===== src/rtl/dcb_walker.sv =====
module dcb_walker #(
  parameter int AW   = 32,
  parameter int CW   = 4
) (
  input  logic          clk,
  input  logic          rst_n,
  input  logic          start,
  input  logic [AW-1:0] start_addr,
  input  logic [CW-1:0] blk_cnt,
  input  logic          extract,
  output logic          mem_req,
  output logic [AW-1:0] mem_addr,
  input  logic          mem_rvalid,
  input  logic [AW-1:0] mem_rdata,
  output logic          rec_valid,
  input  logic          rec_ready,
  output logic [AW-1:0] rec_info,
  output logic [AW-1:0] rec_status,
  output logic [AW-1:0] rec_ptr,
  output logic [CW-1:0] rec_idx,
  output logic          rec_last,
  output logic          busy,
  output logic          done_irq,
  output logic          err_irq,
  output logic          err_flag
);
  localparam int WW = CW + 2;
  localparam logic [AW-1:0] END_MARK = '1;

  typedef enum logic [1:0] {S_IDLE, S_READ, S_EMIT} st_t;

  st_t           state;
  logic [AW-1:0] base, next_q, info_q, stat_q, ptr_q;
  logic [WW-1:0] wsel;
  logic [CW-1:0] cnt_q;
  logic          ext_q;
  logic [CW:0]   idx_w;
  logic          last_ent, bad_data;

  assign busy       = (state != S_IDLE);
  assign mem_req    = (state == S_READ);
  assign mem_addr   = base + AW'({wsel, 2'b00});
  assign rec_valid  = (state == S_EMIT);
  assign rec_info   = info_q;
  assign rec_status = stat_q;
  assign rec_ptr    = ptr_q;
  assign idx_w      = wsel[WW-1:1] - 1'b1;
  assign rec_idx    = idx_w[CW-1:0];
  assign last_ent   = (wsel == WW'({cnt_q, 1'b1}));
  assign rec_last   = last_ent;
  assign bad_data   = ext_q && ((mem_rdata[2:0] != 3'd0) || (stat_q[6:0] != 7'd0));

  always_ff @(posedge clk or negedge rst_n) begin
    if (!rst_n) begin
      state    <= S_IDLE;
      base     <= '0;
      next_q   <= '0;
      info_q   <= '0;
      stat_q   <= '0;
      ptr_q    <= '0;
      wsel     <= '0;
      cnt_q    <= CW'(1);
      ext_q    <= 1'b0;
      done_irq <= 1'b0;
      err_irq  <= 1'b0;
      err_flag <= 1'b0;
    end else begin
      done_irq <= 1'b0;
      err_irq  <= 1'b0;
      case (state)
        S_IDLE: if (start) begin
          err_flag <= 1'b0;
          cnt_q    <= (blk_cnt == '0) ? CW'(1) : blk_cnt;
          ext_q    <= extract;
          wsel     <= '0;
          if (start_addr[2:0] != 3'd0) begin
            err_irq  <= 1'b1;
            err_flag <= 1'b1;
          end else begin
            base  <= start_addr;
            state <= S_READ;
          end
        end
        S_READ: if (mem_rvalid) begin
          if (wsel == WW'(0)) begin
            next_q <= mem_rdata;
            wsel   <= wsel + 1'b1;
          end else if (wsel == WW'(1)) begin
            info_q <= mem_rdata;
            wsel   <= wsel + 1'b1;
          end else if (!wsel[0]) begin
            stat_q <= mem_rdata;
            wsel   <= wsel + 1'b1;
          end else begin
            ptr_q <= mem_rdata;
            if (bad_data) begin
              err_irq  <= 1'b1;
              err_flag <= 1'b1;
              state    <= S_IDLE;
            end else begin
              state <= S_EMIT;
            end
          end
        end
        S_EMIT: if (rec_ready) begin
          if (!last_ent) begin
            wsel  <= wsel + 1'b1;
            state <= S_READ;
          end else if (next_q == END_MARK) begin
            done_irq <= 1'b1;
            state    <= S_IDLE;
          end else if (next_q[2:0] != 3'd0) begin
            err_irq  <= 1'b1;
            err_flag <= 1'b1;
            state    <= S_IDLE;
          end else begin
            base  <= next_q;
            wsel  <= '0;
            state <= S_READ;
          end
        end
        default: state <= S_IDLE;
      endcase
    end
  end
endmodule



===== config.mk =====
export PLATFORM = sky130hd
export DESIGN_NAME = dcb_walker
export DESIGN_NICKNAME = d
export VERILOG_FILES = /design/src/rtl/dcb_walker.sv
export SDC_FILE = /design/constraint.sdc
export NUM_CORES = 1
export LEC_CHECK = 0
export BUFFER_PORTS_ARGS = -buffer_cell sky130_fd_sc_hd__buf_4
export CORE_UTILIZATION = 55
export CTS_BUF_LIST = sky130_fd_sc_hd__clkbuf_8
export DETAILED_ROUTE_END_ITERATION = 12
export GPL_TIMING_DRIVEN = 0
export PLACE_DENSITY_LB_ADDON = 0.05
export RECOVER_POWER = 25
export SETUP_SLACK_MARGIN = 0.15
export SYNTH_ARGS = -nofsm -noshare
export SYNTH_HDL_FRONTEND = slang
export SYNTH_SLANG_ARGS = --single-unit

===== constraint.sdc =====
create_clock -name clk -period 3.1 [get_ports clk]
set_input_delay 0.62 -clock clk [delete_from_list [all_inputs] [get_ports clk]]
set_output_delay 0.62 -clock clk [all_outputs]
set_load 0.1 [all_outputs]

==> results.yml, run 1 <==
cells_and_area:
  drive_above_1_share: 0.513
  diodes: 0
  finalNetCount: 1078
  area_growth_pct: 48.0
synth:
  ys_ff_latch: 176
  synthTopCellsByArea: "dfrtp_1, mux2_2, nand2_1"
  yosysWarningCount: 0
  synthFlopType: "dfrtp_1"
  synth_fp_nets: 809
  synth_edf_count: 0
  synth_area_per_cell_sq_um: 11.2
  ys_async_sr_fraction: 1.00
  seq_area_frac_synth: 0.549
  synth_top_area_cell: "dfrtp_1"
  syn-cell-area_sq_um: 8020
  synth.top_cell.area_share: 0.546
  ys_types: 53
  netlist_instances: 718
routing:
  drt_pass1_iterations: 8
  ant_nets: 0
  via_count: 7131
  viasPerCell: 6.04
  post_drt_wl_per_cell_microns: 23.3
  drc_errors: 0
  wirelength_mm: 27.5
  drtIter0Drc: 593
floorplanning:
  die_y_microns: 123
  dieArea_sq_um: 15100
  core-area_sq_um: 14000
  io_pins: 213
  die_w_microns: 123
  start_util: 0.571
  rows: 43
timing:
  rsz0062_at_grt: "true"
  tightest_slew_ns: 2.57
  whs_ns: 0.382
  timing.final.hold_violations: 0
  drv_slew: 105
  layout_setup_ws_ns: -0.465
  min_period_ns: 3.56
  setup_violations: 24
  max_freq_ghz: 0.281
  fin_crit_sh: 1.15
  max_slew_margin: -0.714
  fin_skew_ns: 0.0216
clock_tree:
  cts_max_level: 4
  cts.path.max_buffers: 2
  insertion_delay_ns: 0.47
  cts_buffers: 17
  clock_sinks: 176
  tritoncts: "built"
  path_clk_slew_ns: 0.10
  cts-root-buf: "clkbuf_8"
placed_design:
  dp_hpwl_mm: 16.9
  port_buffers: 212
  globalplace.congestion: 0.839
global_route:
  antenna_found_initial: 0
  grt.total_usage: 0.348
  grt_pass1_wl_mm: 38.4
  grt_overflow: 0
  grt_max_degree: 105
  grt_pass1_vias: 7035
job:
  maxCapViolations: 1
critical_path:
  arrival_ns: 2.94
  cp-end-kind: "primary output"
  crit_required_ns: 2.48
  path_max_fanout: 5
  crit_path_start_kind: "flip-flop"
  critPathKind: "reg2out"
hold_path:
  hp-class: "in2reg"
outcome:
  status: "finished with violations"
  violations: "max-capacitance violations, max-slew violations, negative setup slack"
-- cells in the final DEF (no fill, tap or decap), types with 18 or more instances in the layout --
master,netlist,final
buf_4,2,216
dfrtp_1,175,160
nand2_1,116,110
mux2_2,102,102
inv_1,44,45
buf_12,0,27
xnor2_4,0,24
a21oi_1,30,22
nand4_1,20,20
clkbuf_8,0,20
clkbuf_1,27,20
o22ai_1,32,18
-- Yosys cell counts (4+ instances only) --
| library cell | number |
|---|---|
| o21ai_0 | 7 |
| nor4_1 | 11 |
| nand2_1 | 116 |
| inv_1 | 44 |
| nor2_1 | 11 |
| nand3_1 | 19 |
| nor3_1 | 9 |
| o22ai_1 | 32 |
| a21oi_1 | 30 |
| xnor2_1 | 28 |
| ha_1 | 16 |
| a21oi_2 | 10 |
| dfrtp_1 | 175 |
| nand4_1 | 20 |
| xor2_1 | 4 |
| clkbuf_1 | 27 |
| and3_1 | 7 |
| mux2_2 | 102 |
-- through the flow --
step	area (sq um)	std cells	TNS [ns]	setup WS [ns]	utilization
3_5_place_dp	10400	1111	-6.33	-0.178	0.740
6_report	11900	1180	-6.40	-0.465	0.845
4_1_cts	11500	1166	-2.58	-0.216	0.821
3_3_place_gp	10300	1110	-20.35	-0.673	0.737
2_1_floorplan	8530	718	-0.122	-0.0807	-
5_1_grt	11900	1180	-9.43	-0.562	0.845
-- what timing repair did --
| item | CTS | global route |
|---|---|---|
| endpoints found under the setup margin | 115 | 100 |
| buffers inserted | 22 | 14 |
| pin swaps | 26 | 24 |
| hold buffers | 0 | 0 |
| gates resized for setup | 133 | 67 |
| gates cloned | 1 | 0 |
| endpoints found under the hold margin | 0 | 0 |
-- logic make-up after synthesis --
| family | share of synthesized area |
|---|---|
| and+or+nand+nor | 0.117 |
| DFF | 0.549 |
| AOI/OAI and AO/OA | 0.0841 |
| muxes | 0.144 |
| buffers and inverters | 0.0421 |
| xor gates and xnor gates | 0.0350 |
| adders and majority gates | 0.0275 |
-- critical path, stage by stage, from the launching register on --
cell and delay [ns]:
dfrtp_1 0.41, ha_2 0.22, fa_2 0.40, a211oi_2 0.34
o21bai_1 0.13, a21o_1 0.22, buf_8 0.15, nand3_4 0.12
nor3_2 0.10, xnor2_4 0.18, buf_12 0.19
-- final timing paths --
path | depth (start not counted) | slack, ns | from | endpoint
max | 10 | -0.46 | wsel[0] | mem_addr[22]
min | 3 | 0.38 | mem_rdata[17] | rec_ptr[17]
max reg2reg | 10 | 0.04 | wsel[2] | base[20]
min reg2reg | 2 | 0.49 | rec_ptr[13] | rec_ptr[13]
max in group asynchronous | 1 | 0.46 | rst_n | base[10]
min in group asynchronous | 1 | 0.93 | rst_n | rec_info[2]
-- metal layers --
metal / wire length (microns) / track usage
met5: 0 / 0
met1: 10400 / 0.441
met2: 13600 / 0.572
met3: 2360 / 0.0915
met4: 1160 / 0.133
-- layout make-up --
class	count	area, sq um
sequential	176	4420
multi-input combinational	461	4210
timing repair buffer	250	2230
fill	696	2170
clock buffer	19	262
tap	180	225
buffer	35	216
inverter	46	180
clock inverter	13	113
-- state kept, by name (all words and copies together) (netlist names) --
| register | flops |
|---|---|
| rec_ptr | 32 |
| rec_info | 32 |
| err_flag | 1 |
| cnt_q | 4 |
| wsel | 6 |
| err_irq | 1 |
| done_irq | 1 |
| next_q | 32 |
| base | 32 |
| rec_status | 32 |
| ext_q | 1 |
| state | 2 |
Power of run 1 is not shown: default switching activity piles up to over one toggle a cycle in this logic, so the estimate is an artifact.
==> run 2: changes to the inputs <==
Settings changed: SETUP_SLACK_MARGIN 0.15 to 0.02.
==> run 2 against run 1 <==
Net effect: the flow finishes with violations (negative setup slack); clock skew is 0.0066 ns lower; flip-flop and latch count stayed put; via count fell by 3.4%; die area is the same; sequential share of layout area up 2.0 points; critical path depth decreased by 2; first-iteration DRC count is 18% lower; design area down 5.2%; maximum frequency is 5.6% higher; routed wire length is 9.7% lower; register-to-register slack improved by 0.04 ns; highest routed layer unchanged.
==> results.yml, run 2 (synthesized netlist as in run 1, its figures left out) <==
outcome:
  status: "finished with violations"
  violations: "negative setup slack"
cells_and_area:
  layout_common_cells: "buf_4, dfrtp_1, nand2_1, mux2_2, inv_1"
  area_growth_pct: 40.3
  diodes: 0
  finalNetCount: 1066
  fin_area_sq_um: 11200
  fillCellCount: 838
  drive_above_1_share: 0.468
  final_common_cell: "buf_4"
timing:
  drv_slew: 0
  max_slew_margin: 0.0402
  tightest_slew_ns: 1.44
  max_freq_ghz: 0.296
  fin_skew_ns: 0.0150
  rsz0062_at_grt: "true"
  whs_ns: 0.385
  timing.final.hold_violations: 0
  min_period_ns: 3.38
  layout_setup_ws_ns: -0.275
  setup_violations: 22
  fin_crit_sh: 1.09
critical_path:
  arrival_ns: 2.76
  crit_path_start_kind: "flip-flop"
  path_max_fanout: 5
  crit_required_ns: 2.48
  cp-end-kind: "primary output"
  critPathKind: "reg2out"
floorplanning:
  start_util: 0.571
  core-area_sq_um: 14000
  die_y_microns: 123
  rows: 43
  dieArea_sq_um: 15100
  die_w_microns: 123
  io_pins: 213
clock_tree:
  cts_max_level: 4
  hold_buffers: 0
  cts.path.max_buffers: 2
  cts-root-buf: "clkbuf_8"
  path_clk_slew_ns: 0.09
  cts_buffers: 17
  tritoncts: "built"
  clock_sinks: 176
  insertion_delay_ns: 0.46
routing:
  drtIter0Drc: 489
  drt_pass1_iterations: 8
  drc_errors: 0
  post_drt_wl_per_cell_microns: 21.3
  viasPerCell: 5.90
  via_count: 6892
  wirelength_mm: 24.8
  ant_nets: 0
global_route:
  grt_max_degree: 120
  grt.total_usage: 0.322
  grt_overflow: 0
  antenna_found_initial: 0
  grt_pass1_vias: 6707
  grt_pass1_wl_mm: 35.9
hold_path:
  hp-class: "in2reg"
placed_design:
  globalplace.congestion: 0.871
  port_buffers: 212
  place_ws_ns: -0.407
  dp_hpwl_mm: 16.8
  place_area_sq_um: 10200
job:
  maxCapViolations: 0
run 2: cell types whose count changed in the layout (fill, tap and decap cells not counted), moves of 7 or more:
cell,before,now
dfrtp_2,15,8
a21oi_1,22,29
o22ai_2,14,0
dfrtp_1,160,167
o22ai_1,18,32
buf_12,27,13
xnor2_2,1,14
xnor2_4,24,10
run 2: repair_timing:
item                                   4_1_cts  5_1_grt
setup buffers                               14       12
pin swaps                                   18       10
cloned                                       1        0
endpoints found under the hold margin        0        0
gates resized for setup                     90       26
setup endpoints to repair                  107       63
run 2: path summary, 6_finish.rpt:
check	endpoint	cells after the start	from	slack, ns
worst max-delay path	mem_addr[16]	8	wsel[0]	-0.28
worst min-delay path	rec_ptr[30]	3	mem_rdata[30]	0.39
worst max register to register	base[10]	10	wsel[3]	0.08
worst min register to register	rec_ptr[15]	2	rec_ptr[15]	0.49
max in group asynchronous	base[10]	2	rst_n	0.36
min in group asynchronous	rec_info[2]	1	rst_n	0.48
run 2: cell type report:
type	count	area [sq um]	area share
clock buffer	19	262	0.0232
inverter	46	173	0.0154
tap	180	225	0.0200
clock inverter	13	126	0.0112
multi-input combinational	462	3830	0.341
buffer	33	174	0.0155
sequential	176	4420	0.393
timing repair buffer	239	2040	0.181
run 2: through the flow:
stage                     setup TNS, ns  utilization  instances
after floorplan                  -0.272            -        718
after global placement           -13.26        0.723       1110
after detailed placement          -2.52        0.726       1111
after CTS                        -0.841        0.790       1156
after global routing              -4.67        0.801       1168
final                             -1.85        0.801       1168
run 2: per-layer routing:
metal	vias to the layer above	track usage	part of all wire
met5	-	0	0
met4	0	0.147	0.042
met3	64	0.0678	0.079
met2	353	0.503	0.48
met1	3453	0.431	0.40
li1	3022	-	-
run 2: worst max-delay path: stages (launching register included):
cell and delay [ns]:
dfrtp_1 0.44, ha_4 0.20, fa_2 0.36, a211oi_2 0.20, o21bai_2 0.11, a21o_2 0.28
nand2_1 0.21, xnor2_2 0.22, buf_6 0.29
Power of run 2 is left out for the same reason.
